## src/rtl/xfer_feature_pkg.sv

```systemverilog
package xfer_feature_pkg;
  localparam int BYTE_W = 8;
  localparam int MODE_W = 3;
  localparam int TYPE_W = BYTE_W - MODE_W;

  localparam logic [BYTE_W-1:0] FC_NARROW_ON  = 8'h01;
  localparam logic [BYTE_W-1:0] FC_NARROW_OFF = 8'h81;
  localparam logic [BYTE_W-1:0] FC_CACHE_ON   = 8'h02;
  localparam logic [BYTE_W-1:0] FC_CACHE_OFF  = 8'h82;
  localparam logic [BYTE_W-1:0] FC_XFER_MODE  = 8'h03;
  localparam logic [BYTE_W-1:0] FC_POWER_LVL  = 8'h05;

  localparam logic [TYPE_W-1:0] XT_PIO_DEF  = 5'b00000;
  localparam logic [TYPE_W-1:0] XT_PIO_FLOW = 5'b00001;
  localparam logic [TYPE_W-1:0] XT_MWDMA    = 5'b00100;
  localparam logic [TYPE_W-1:0] XT_ULTRA    = 5'b01000;

  localparam logic [BYTE_W-1:0] APM_LOW_RSV  = 8'h00;
  localparam logic [BYTE_W-1:0] APM_HIGH_RSV = 8'hFF;

  typedef enum logic [1:0] {
    DMA_NONE  = 2'b00,
    DMA_MW    = 2'b01,
    DMA_ULTRA = 2'b10
  } dmaKind_e;

  // strobes from control to the configuration datapath
  typedef struct packed {
    logic              narrowOn;
    logic              narrowOff;
    logic              cacheOn;
    logic              cacheOff;
    logic              loadPio;
    logic              loadMw;
    logic              loadUltra;
    logic              loadApm;
    logic              iordyVal;
    logic [MODE_W-1:0] modeVal;
    logic [BYTE_W-1:0] apmVal;
  } cfgUpd_t;
endpackage

```

## src/rtl/xfer_feature_ctrl.sv

```systemverilog
module xfer_feature_ctrl
  import xfer_feature_pkg::*;
(
  input  logic              clk,
  input  logic              rstN,
  input  logic              cmdValid,
  input  logic [BYTE_W-1:0] featCode,
  input  logic [BYTE_W-1:0] sectCnt,
  input  logic [MODE_W-1:0] maxPioMode,
  input  logic [MODE_W-1:0] maxMwMode,
  input  logic [MODE_W-1:0] maxUltraMode,
  input  logic              mwSupported,
  input  logic              ultraSupported,
  input  logic              cardIfMode,
  input  logic              flushDone,
  output cfgUpd_t           upd,
  output logic              flushing,
  output logic              done,
  output logic              abort
);
  logic              accept;
  logic              reject;
  logic              startFlush;
  logic [TYPE_W-1:0] xType;
  logic [MODE_W-1:0] xMode;
  cfgUpd_t           dec;

  assign accept = cmdValid && !flushing;
  assign xType  = sectCnt[BYTE_W-1:MODE_W];
  assign xMode  = sectCnt[MODE_W-1:0];

  always_comb begin
    dec         = '0;
    reject      = 1'b0;
    dec.modeVal = xMode;
    dec.apmVal  = sectCnt;
    unique case (featCode)
      FC_NARROW_ON:  dec.narrowOn  = 1'b1;
      FC_NARROW_OFF: dec.narrowOff = 1'b1;
      FC_CACHE_ON:   dec.cacheOn   = 1'b1;
      FC_CACHE_OFF:  dec.cacheOff  = 1'b1;
      FC_POWER_LVL: begin
        if (sectCnt == APM_LOW_RSV || sectCnt == APM_HIGH_RSV) reject = 1'b1;
        else dec.loadApm = 1'b1;
      end
      FC_XFER_MODE: begin
        unique case (xType)
          XT_PIO_DEF: begin
            if (xMode > 3'd1) reject = 1'b1;
            else begin
              dec.loadPio  = 1'b1;
              dec.iordyVal = (xMode == 3'd0);
              dec.modeVal  = '0;
            end
          end
          XT_PIO_FLOW: begin
            if (xMode > maxPioMode) reject = 1'b1;
            else begin
              dec.loadPio  = 1'b1;
              dec.iordyVal = 1'b1;
            end
          end
          XT_MWDMA: begin
            if (cardIfMode || !mwSupported || xMode > maxMwMode) reject = 1'b1;
            else dec.loadMw = 1'b1;
          end
          XT_ULTRA: begin
            if (!ultraSupported || xMode > maxUltraMode) reject = 1'b1;
            else dec.loadUltra = 1'b1;
          end
          default: reject = 1'b1;
        endcase
      end
      default: reject = 1'b1;
    endcase
  end

  always_comb begin
    upd = dec;
    if (!accept || reject) begin
      upd.narrowOn  = 1'b0;
      upd.narrowOff = 1'b0;
      upd.cacheOn   = 1'b0;
      upd.cacheOff  = 1'b0;
      upd.loadPio   = 1'b0;
      upd.loadMw    = 1'b0;
      upd.loadUltra = 1'b0;
      upd.loadApm   = 1'b0;
    end
  end

  assign startFlush = accept && !reject && dec.cacheOff;

  always_ff @(posedge clk) begin
    if (!rstN) begin
      flushing <= 1'b0;
      done     <= 1'b0;
      abort    <= 1'b0;
    end else begin
      abort <= accept && reject;
      if (flushing) begin
        flushing <= !flushDone;
        done     <= flushDone;
      end else begin
        flushing <= startFlush;
        done     <= accept && !startFlush;
      end
    end
  end

  // abort never appears without completion
  p_abort_with_done_r11: assert property (@(posedge clk) disable iff (!rstN)
    abort |-> done);
  // flush acknowledgement ends the busy phase with completion
  p_flush_ends_r4: assert property (@(posedge clk) disable iff (!rstN)
    (flushing && flushDone) |=> (done && !flushing && !abort));
  // busy phase holds while no acknowledgement arrives
  p_busy_hold_r12: assert property (@(posedge clk) disable iff (!rstN)
    (flushing && !flushDone) |=> (flushing && !done));
endmodule

```

## src/rtl/xfer_feature_dp.sv

```systemverilog
module xfer_feature_dp
  import xfer_feature_pkg::*;
#(
  parameter logic [7:0] APM_RESET_LVL = 8'hFE
) (
  input  logic              clk,
  input  logic              rstN,
  input  cfgUpd_t           upd,
  output logic              byteMode,
  output logic              wrCacheEn,
  output logic [MODE_W-1:0] pioMode,
  output logic              iordyEn,
  output logic [1:0]        dmaKind,
  output logic [MODE_W-1:0] dmaMode,
  output logic [BYTE_W-1:0] apmLevel
);
  dmaKind_e dmaKindQ;

  always_ff @(posedge clk) begin
    if (!rstN) begin
      byteMode  <= 1'b0;
      wrCacheEn <= 1'b1;
      pioMode   <= '0;
      iordyEn   <= 1'b1;
      dmaKindQ  <= DMA_NONE;
      dmaMode   <= '0;
      apmLevel  <= APM_RESET_LVL;
    end else begin
      if (upd.narrowOn)  byteMode  <= 1'b1;
      if (upd.narrowOff) byteMode  <= 1'b0;
      if (upd.cacheOn)   wrCacheEn <= 1'b1;
      if (upd.cacheOff)  wrCacheEn <= 1'b0;
      if (upd.loadPio) begin
        pioMode <= upd.modeVal;
        iordyEn <= upd.iordyVal;
      end
      if (upd.loadMw) begin
        dmaKindQ <= DMA_MW;
        dmaMode  <= upd.modeVal;
      end
      if (upd.loadUltra) begin
        dmaKindQ <= DMA_ULTRA;
        dmaMode  <= upd.modeVal;
      end
      if (upd.loadApm) apmLevel <= upd.apmVal;
    end
  end

  assign dmaKind = dmaKindQ;

  // at most one DMA family held
  p_dma_exclusive_r7: assert property (@(posedge clk) disable iff (!rstN)
    dmaKind != 2'b11);
  // reserved levels never stored
  p_apm_legal_r10: assert property (@(posedge clk) disable iff (!rstN)
    (apmLevel != APM_LOW_RSV) && (apmLevel != APM_HIGH_RSV));
endmodule

```

## src/rtl/xfer_feature_unit.sv

```systemverilog
module xfer_feature_unit
  import xfer_feature_pkg::*;
#(
  parameter logic [7:0] APM_RESET_LVL = 8'hFE,
  parameter int         IORDY_PIO_MIN = 3
) (
  input  logic       clk,
  input  logic       rstN,
  input  logic       cmdValid,
  input  logic [7:0] featCode,
  input  logic [7:0] sectCnt,
  input  logic [2:0] maxPioMode,
  input  logic [2:0] maxMwMode,
  input  logic [2:0] maxUltraMode,
  input  logic       mwSupported,
  input  logic       ultraSupported,
  input  logic       cardIfMode,
  input  logic       flushDone,
  output logic       byteMode,
  output logic       io16Suppress,
  output logic       wrCacheEn,
  output logic       flushReq,
  output logic [2:0] pioMode,
  output logic       iordyEn,
  output logic [1:0] dmaKind,
  output logic [2:0] dmaMode,
  output logic [7:0] apmLevel,
  output logic       busy,
  output logic       done,
  output logic       abort
);
  cfgUpd_t upd;
  logic    flushing;

  xfer_feature_ctrl u_ctrl (
    .clk            (clk),
    .rstN           (rstN),
    .cmdValid       (cmdValid),
    .featCode       (featCode),
    .sectCnt        (sectCnt),
    .maxPioMode     (maxPioMode),
    .maxMwMode      (maxMwMode),
    .maxUltraMode   (maxUltraMode),
    .mwSupported    (mwSupported),
    .ultraSupported (ultraSupported),
    .cardIfMode     (cardIfMode),
    .flushDone      (flushDone),
    .upd            (upd),
    .flushing       (flushing),
    .done           (done),
    .abort          (abort)
  );

  xfer_feature_dp #(.APM_RESET_LVL(APM_RESET_LVL)) u_dp (
    .clk       (clk),
    .rstN      (rstN),
    .upd       (upd),
    .byteMode  (byteMode),
    .wrCacheEn (wrCacheEn),
    .pioMode   (pioMode),
    .iordyEn   (iordyEn),
    .dmaKind   (dmaKind),
    .dmaMode   (dmaMode),
    .apmLevel  (apmLevel)
  );

  assign io16Suppress = byteMode;
  assign busy         = flushing;
  assign flushReq     = flushing;

  // a rejected command leaves configuration untouched
  p_cfg_hold_on_abort_r11: assert property (@(posedge clk) disable iff (!rstN)
    abort |-> ($stable(pioMode) && $stable(iordyEn) && $stable(dmaKind) &&
               $stable(dmaMode) && $stable(apmLevel) && $stable(byteMode) &&
               $stable(wrCacheEn)));
  // IORDY stays on at and above the threshold mode
  p_iordy_high_pio_r5: assert property (@(posedge clk) disable iff (!rstN)
    (int'(pioMode) >= IORDY_PIO_MIN) |-> iordyEn);
  // Multiword DMA never newly selected from a card-style interface
  p_no_mw_card_r8: assert property (@(posedge clk) disable iff (!rstN)
    (dmaKind == DMA_MW && $past(dmaKind) != DMA_MW) |-> !$past(cardIfMode));
  // cache is off throughout a flush
  p_cache_off_flush_r4: assert property (@(posedge clk) disable iff (!rstN)
    flushReq |-> !wrCacheEn);
endmodule

```

## config.mk

```make
export PLATFORM = sky130hd
export DESIGN_NAME = xfer_feature_unit
export DESIGN_NICKNAME = d
export VERILOG_FILES = /design/src/rtl/xfer_feature_pkg.sv /design/src/rtl/xfer_feature_ctrl.sv /design/src/rtl/xfer_feature_dp.sv /design/src/rtl/xfer_feature_unit.sv
export SDC_FILE = /design/constraint.sdc
export NUM_CORES = 1
export LEC_CHECK = 0
export ABC_AREA = 1
export BUFFER_PORTS_ARGS = -buffer_cell sky130_fd_sc_hd__buf_2
export CELL_PAD_IN_SITES_DETAIL_PLACEMENT = 1
export CELL_PAD_IN_SITES_GLOBAL_PLACEMENT = 2
export CORE_AREA = 2 2 78 80
export DETAILED_ROUTE_END_ITERATION = 7
export DIE_AREA = 0 0 80 82
export GPL_ROUTABILITY_DRIVEN = 0
export GPL_TIMING_DRIVEN = 0
export PLACE_DENSITY_LB_ADDON = 0.1
export SLEW_MARGIN = 25
export SYNTH_ARGS = -nofsm -noshare
export SYNTH_HDL_FRONTEND = slang
export SYNTH_SLANG_ARGS = --single-unit
```

## constraint.sdc

```tcl
create_clock -name clk -period 4.3 [get_ports clk]
set_input_delay 0.86 -clock clk [delete_from_list [all_inputs] [get_ports clk]]
set_output_delay 0.86 -clock clk [all_outputs]
set_load 0.005 [all_outputs]
```

# After elaboration in Yosys (flattened, before gate mapping)
# Cells that the tools add are included.
classes:
  muxes: 34
  n_eq_ne: 10
  n_lt_le_gt_ge: 4
  n_reduce_logical: 25
  bitwise_logic: 1
ops:
  columns: ["operator", "n"]
  rows:
  - ["equality test 8 bit (second input constant)", 3]
  - ["two-way mux 1 bit", 21]
  - ["equality test 8 x 2 -> 1 bit (second input constant)", 2]
  - ["two-way mux 3 bit", 4]
  - ["greater-than comparator 3 bit", 3]
  - ["equality test 8 x 1 -> 1 bit (second input constant)", 1]
  - ["equality test 8 x 3 -> 1 bit (second input constant)", 1]
  - ["logical NOT 8 bit", 1]
  - ["two-way mux 4 bit", 2]
  - ["two-way mux 8 bit", 1]
  - ["logical NOT 1 bit", 7]
  - ["equality test 5 x 1 -> 1 bit (second input constant)", 1]
  - ["equality test 5 x 3 -> 1 bit (second input constant)", 1]
  - ["equality test 5 x 4 -> 1 bit (second input constant)", 1]
  - ["logical AND 1 bit", 5]
  - ["logical NOT 5 bit", 1]
  - ["logical OR 1 bit", 5]
  - ["two-way mux 2 bit", 2]
  - ["case mux 1 bit (2 select lines)", 2]
  - ["case mux 1 bit (4 select lines)", 1]
  - ["nonzero test 2 bit", 2]
  - ["OR reduction 2 bit", 2]
  - ["OR reduction 4 bit", 1]
  - ["greater-than comparator 3 x 1 -> 1 bit (second input constant)", 1]
  - ["other kinds (3)", 3]
word_totals:
  register_bits: 22
  out_inout_bits: 24
  inputBits: 32

# Logic depth before layout (Yosys ltp)
depth:
  word_depth: 12
  depth_mapped: 16
  depth_no_buf: 16

# Hierarchy
# From an unflattened synthesis, not the netlist that was laid out.
unflattened:
  hier_cells: 217
  area_unflattened_um2: 1462.7
modules_own_cells:
  columns: ["module", "n_inst", "seq_area_each_um2", "area_per_inst_um2", "cells_each"]
  rows:
  - ["xfer_feature_ctrl", 1, 60.1, 749.5, 129]
  - ["xfer_feature_dp", 1, 380.4, 698.2, 86]
  - ["xfer_feature_unit", 1, 0.0, 15.0, 2]

# Least setup slack after synthesis
# No wires, ideal clock.
synth_timing:
  path_kind: "input to register"
  startpoint: "input maxMwMode[2]"
  endpoint: "register u_dp.dmaMode[1]"
  path_stages: 14
  setup_ns: 0.113
  path_slack_ns: 1.948
  arrival_time_ns: 2.239
  path_buffers: 0
  required_ns: 4.187
  cell_sequence: "inv_1 -> ha_1 -> a21oi_1 -> nand2_1 -> nand2_1 -> nand2_1 -> nand2_1 -> nand2_1 -> o21bai_4 -> nand2_4 -> nor2_8 -> o21ai_0 -> nor2_1 -> nor2_1"
synth_via:
  elab_chain_cells: 8
synth_lines:
  columns: ["element", "line", "text"]
  rows:
  - ["start, declared", "xfer_feature_unit.sv:13", "input logic [2:0] maxMwMode,"]
  - ["greater-than comparator 3 bit (*)", "xfer_feature_ctrl.sv:64", "if (cardIfMode || !mwSupported || xMode > maxMwMode) reject = 1'b1;"]
  - ["logical OR 1 bit (*)", "xfer_feature_ctrl.sv:64", null]
  - ["two-way mux 1 bit", "xfer_feature_ctrl.sv:64", null]
  - ["case mux 1 bit (4 select lines)", "xfer_feature_ctrl.sv:47", "unique case (xType)"]
  - ["case mux 1 bit (3 select lines)", "xfer_feature_ctrl.sv:37", "unique case (featCode)"]
  - ["logical OR 1 bit", "xfer_feature_ctrl.sv:80", "if (!accept || reject) begin"]
  - ["two-way mux 8 bit (*)", "xfer_feature_ctrl.sv:80", null]
  - ["two-way mux 3 bit / nonzero test 2 bit (equally long branches)", null, null]
  - ["end signal, assigned", "xfer_feature_dp.sv:39", "dmaMode <= upd.modeVal;"]
  - ["end signal, assigned", "xfer_feature_dp.sv:43", "dmaMode <= upd.modeVal;"]
  - ["end, declared", "xfer_feature_dp.sv:14", "output logic [MODE_W-1:0] dmaMode,"]
# Mark *: on every way between the ends. The rest lies on a longest branch, timed or not.
# A chain may end at the register's enable or synchronous reset.

# Final worst setup path
layout_timing:
  startpoint: "input sectCnt[2]"
  endpoint: "register u_dp.dmaMode[2]"
layout_via:
  elab_chain_cells: 8
layout_lines:
  columns: ["element", "line", "text"]
  rows:
  - ["start, declared", "xfer_feature_unit.sv:11", "input logic [7:0] sectCnt,"]
  - ["greater-than comparator 3 bit (on tied branches)", "xfer_feature_ctrl.sv:68, xfer_feature_ctrl.sv:64", null]
  - ["logical OR 1 bit (on tied branches)", "xfer_feature_ctrl.sv:68, xfer_feature_ctrl.sv:64", null]
  - ["two-way mux 1 bit (on tied branches)", "xfer_feature_ctrl.sv:68, xfer_feature_ctrl.sv:64", null]
  - ["case mux 1 bit (4 select lines)", "xfer_feature_ctrl.sv:47", null]
  - ["case mux 1 bit (3 select lines)", "xfer_feature_ctrl.sv:37", null]
  - ["logical OR 1 bit", "xfer_feature_ctrl.sv:80", null]
  - ["two-way mux 8 bit", "xfer_feature_ctrl.sv:80", null]
  - ["two-way mux 3 bit / nonzero test 2 bit (equally long branches)", null, null]
# Several ways; a longest one is shown, not always the timed one. The select of a mux whose other input is x is not followed.

==> run summary <==
=====================================================================================
Total power consumption of the routed design ...........................       470 µW
Multi-input logic area .................................................      835 µm²
Post-route minimum period ..............................................      2.48 ns
Die extent in x ........................................................        80 µm
Clock tree from TritonCTS ..............................................        built
Total via count in the routed design ...................................         1515
Worst min-delay path class .............................................   reg -> reg
Layout Nets ............................................................          321
Top cells by area, synth ............................................... sky130_fd_sc_hd__dfxtp_1 30%, sky130_fd_sc_hd__nand2_1 13%, sky130_fd_sc_hd__nand3_1 12%, sky130_fd_sc_hd__inv_1 8.8%, sky130_fd_sc_hd__ha_1 7.8%
Final setup fails ......................................................            0
Top cell type's share of synthesized area ..............................        30.5%
Number of port buffers .................................................           55
Setup TNS ..............................................................         0 ns
TritonRoute pass-1 iters ...............................................            4
Standby leakage power ..................................................      1.06 nW
Cell area power density ................................................   249 nW/µm²
Peak supply drop .......................................................    0.0999 mV
Total number of yosys warnings .........................................            0
Number of hold buffers added after cts .................................            0
Overflow left after global routing .....................................            0
Synthesis-to-layout area growth ........................................        30.5%
Number of filler cells placed in the layout ............................          774
Number of distinct library cells after synthesis .......................           24
Cells after synthesis ..................................................          220
Overall fraction of global-route tracks in use .........................        13.5%
Average footprint of a synthesized cell ................................     6.57 µm²
Unrepaired setup endpoints after global routing ........................           no
Hold Fails Final Rpt ...................................................            0
Initial Utilization ....................................................        25.2%
Number of remaining DRC errors .........................................            0
Clock-pin slew of the registers on the worst-case setup and hold paths .      0.08 ns
Crit path arrival time .................................................      2.65 ns
Die outline area .......................................................     6560 µm²
Wire length reported by the detailed router ............................      4040 µm
Vias in the first global route .........................................         1515
Routed length per placed instance ......................................      11.4 µm
H-tree level count .....................................................            1
Buffers from clock root to sink, at most ...............................            2
Status ................................................................. complete, no violations
Die Y-Extent ...........................................................        82 µm
Sequential fraction of the synthesis area ..............................        30.5%
Pin count of the biggest net entering global routing ...................           14
Clk sink count .........................................................           22
Number of clock buffers inserted by TritonCTS ..........................            3
Standard cell core area ................................................     5750 µm²
Sequential Area ........................................................      440 µm²
Required time at the worst-slack endpoint ..............................      4.47 ns
Boundary pin count .....................................................           56
Standard-cell rows .....................................................           28
Summed instance area of the synthesized netlist ........................     1450 µm²
Initial antenna violation count ........................................            0
HPWL after detailed placement ..........................................      3300 µm
Maximum clock frequency ................................................      404 MHz
Vias per cell ..........................................................         4.28
Max Cap Violations .....................................................            0
Slew @ Worst Pin .......................................................     0.458 ns
Synth area leader ...................................................... sky130_fd_sc_hd__dfxtp_1
Fin Hold WS ............................................................     0.449 ns
Layout cells sized above 1 .............................................        26.5%
Buffers inserted during post-CTS setup optimization ....................            0
Remaining number of nets flagged by the antenna check after routing ....            0
Source-to-sink clock delay at the later pin of the worst-skew pair .....      0.27 ns
Category of the critical setup timing path .............................    in -> reg
Antenna diodes .........................................................            0
DRT iter0 DRCs .........................................................           50
Element type at the critical path end ..................................         flop
Flip-flop and latch count after synthesis ..............................           22
Setup crit start kind ..................................................    input pin
Synthesized net count ..................................................          261
Max FO, Critical Path ..................................................            9
Wire length of the first global-routing pass ...........................      7010 µm
Final Max Slew Viols ...................................................            0
Clock Root Buffer ...................................................... sky130_fd_sc_hd__clkbuf_8
Period Utilization, post-route .........................................        57.6%
Largest clock skew in the final design .................................   0.00472 ns
Worst slew slack as a fraction of its limit ............................        69.4%
Number of gates resized after CTS ......................................            0
=====================================================================================
-- area by class of cell --
cell class / count / share of cell area [%]
timing repair buffer: 55 / 14.6
sequential: 22 / 23.4
clock inverter: 1 / 1.59
tap: 75 / 4.98
clock buffer: 3 / 2.19
inverter: 35 / 6.97
buffer: 5 / 2.06
multi-input combinational: 158 / 44.3
-- sequential cells by signal (all words and copies together) (netlist names) --
name	count
u_dp.apmLevel	8
u_dp.dmaMode	3
u_dp.pioMode	3
u_dp.dmaKind	2
u_ctrl.abort	1
u_ctrl.done	1
u_ctrl.flushing	1
u_dp.byteMode	1
u_dp.iordyEn	1
u_dp.wrCacheEn	1
-- routing by layer --
layer	vias to the layer above	wire length [µm]	GRT usage [%]
met5	-	0	0
met4	0	69	5.08
met3	5	169	0.879
met2	38	1780	22.3
met1	656	2020	18.5
li1	816	-	-
-- Yosys cell counts, drive strengths merged --
master and number:
o21bai 1, a21oi 10, nor2 32, clkbuf 1, dfxtp 22, buf 4, inv 34, nor3 6
nand3b 3, nand2 56, clkinv 1, nand3 35, ha 9, nand4 4, o21ai 2
-- path summary, 6_finish.rpt --
| kind | startpoint | endpoint | slack [ns] | cells after the start |
|---|---|---|---|---|
| setup / recovery | sectCnt[2] | u_dp.dmaMode[2]$_SDFFE_PN0P_ | 1.82 | 14 |
| hold / removal | u_dp.dmaKind[0]$_SDFFE_PP0P_ | u_dp.dmaKind[0]$_SDFFE_PP0P_ | 0.45 | 2 |
| setup reg to reg | u_ctrl.flushing$_SDFF_PN0_ | u_dp.dmaMode[2]$_SDFFE_PN0P_ | 2.88 | 6 |
| hold reg to reg | u_dp.dmaKind[0]$_SDFFE_PP0P_ | u_dp.dmaKind[0]$_SDFFE_PP0P_ | 0.45 | 2 |
-- worst max-delay path, stage by stage --
cell                       delay [ns]
sky130_fd_sc_hd__buf_2           0.17
sky130_fd_sc_hd__ha_1            0.35
sky130_fd_sc_hd__a21oi_1         0.15
sky130_fd_sc_hd__nand2_1         0.06
sky130_fd_sc_hd__nand2_1         0.06
sky130_fd_sc_hd__nand2_1         0.09
sky130_fd_sc_hd__nand2_1         0.07
sky130_fd_sc_hd__nand2_1         0.07
sky130_fd_sc_hd__o21bai_4        0.16
sky130_fd_sc_hd__nand2_4         0.09
sky130_fd_sc_hd__nor2_8          0.18
sky130_fd_sc_hd__o21ai_0         0.16
sky130_fd_sc_hd__nor2_1          0.11
sky130_fd_sc_hd__nor2_1          0.05
-- placed cells by master (no fill, tap or decap), types with 4 or more instances in the layout --
cell type,n
sky130_fd_sc_hd__ha_1,9
sky130_fd_sc_hd__nor2_1,30
sky130_fd_sc_hd__nand4_1,4
sky130_fd_sc_hd__inv_1,34
sky130_fd_sc_hd__nor3_1,5
sky130_fd_sc_hd__nand2_1,51
sky130_fd_sc_hd__a21oi_1,9
sky130_fd_sc_hd__buf_2,56
sky130_fd_sc_hd__nand3_1,34
sky130_fd_sc_hd__dfxtp_1,22
-- power breakdown --
group,internal (mW),switching (mW)
combinational,0.0261,0.0391
clock,0.125,0.0757
sequential,0.205,0.000198
-- kinds of logic (layout without fill, tap and decap cells) --
| logic type | Yosys count | after routing | synth area share (%) |
|---|---|---|---|
| buffers and inverters | 40 | 99 | 11.8 |
| flip-flops | 22 | 22 | 30.5 |
| AND/OR/NAND/NOR | 136 | 136 | 44.2 |
| AO/OA/AOI/OAI | 13 | 13 | 5.71 |
| adder cells (fa/ha/maj) | 9 | 9 | 7.79 |
-- per-stage QoR --
step | util (%) | std cells | cell area (µm²) | worst slack [ns]
floorplan | - | 220 | 1450 | 1.95
global placement | 31.6 | 350 | 1810 | 1.50
detailed placement | 31.6 | 350 | 1810 | 1.50
CTS | 32.8 | 354 | 1890 | 1.79
global route | 32.8 | 354 | 1890 | 1.54
finish | 32.8 | 354 | 1890 | 1.82
No activity file was read; power rests on OpenSTA's default activity.
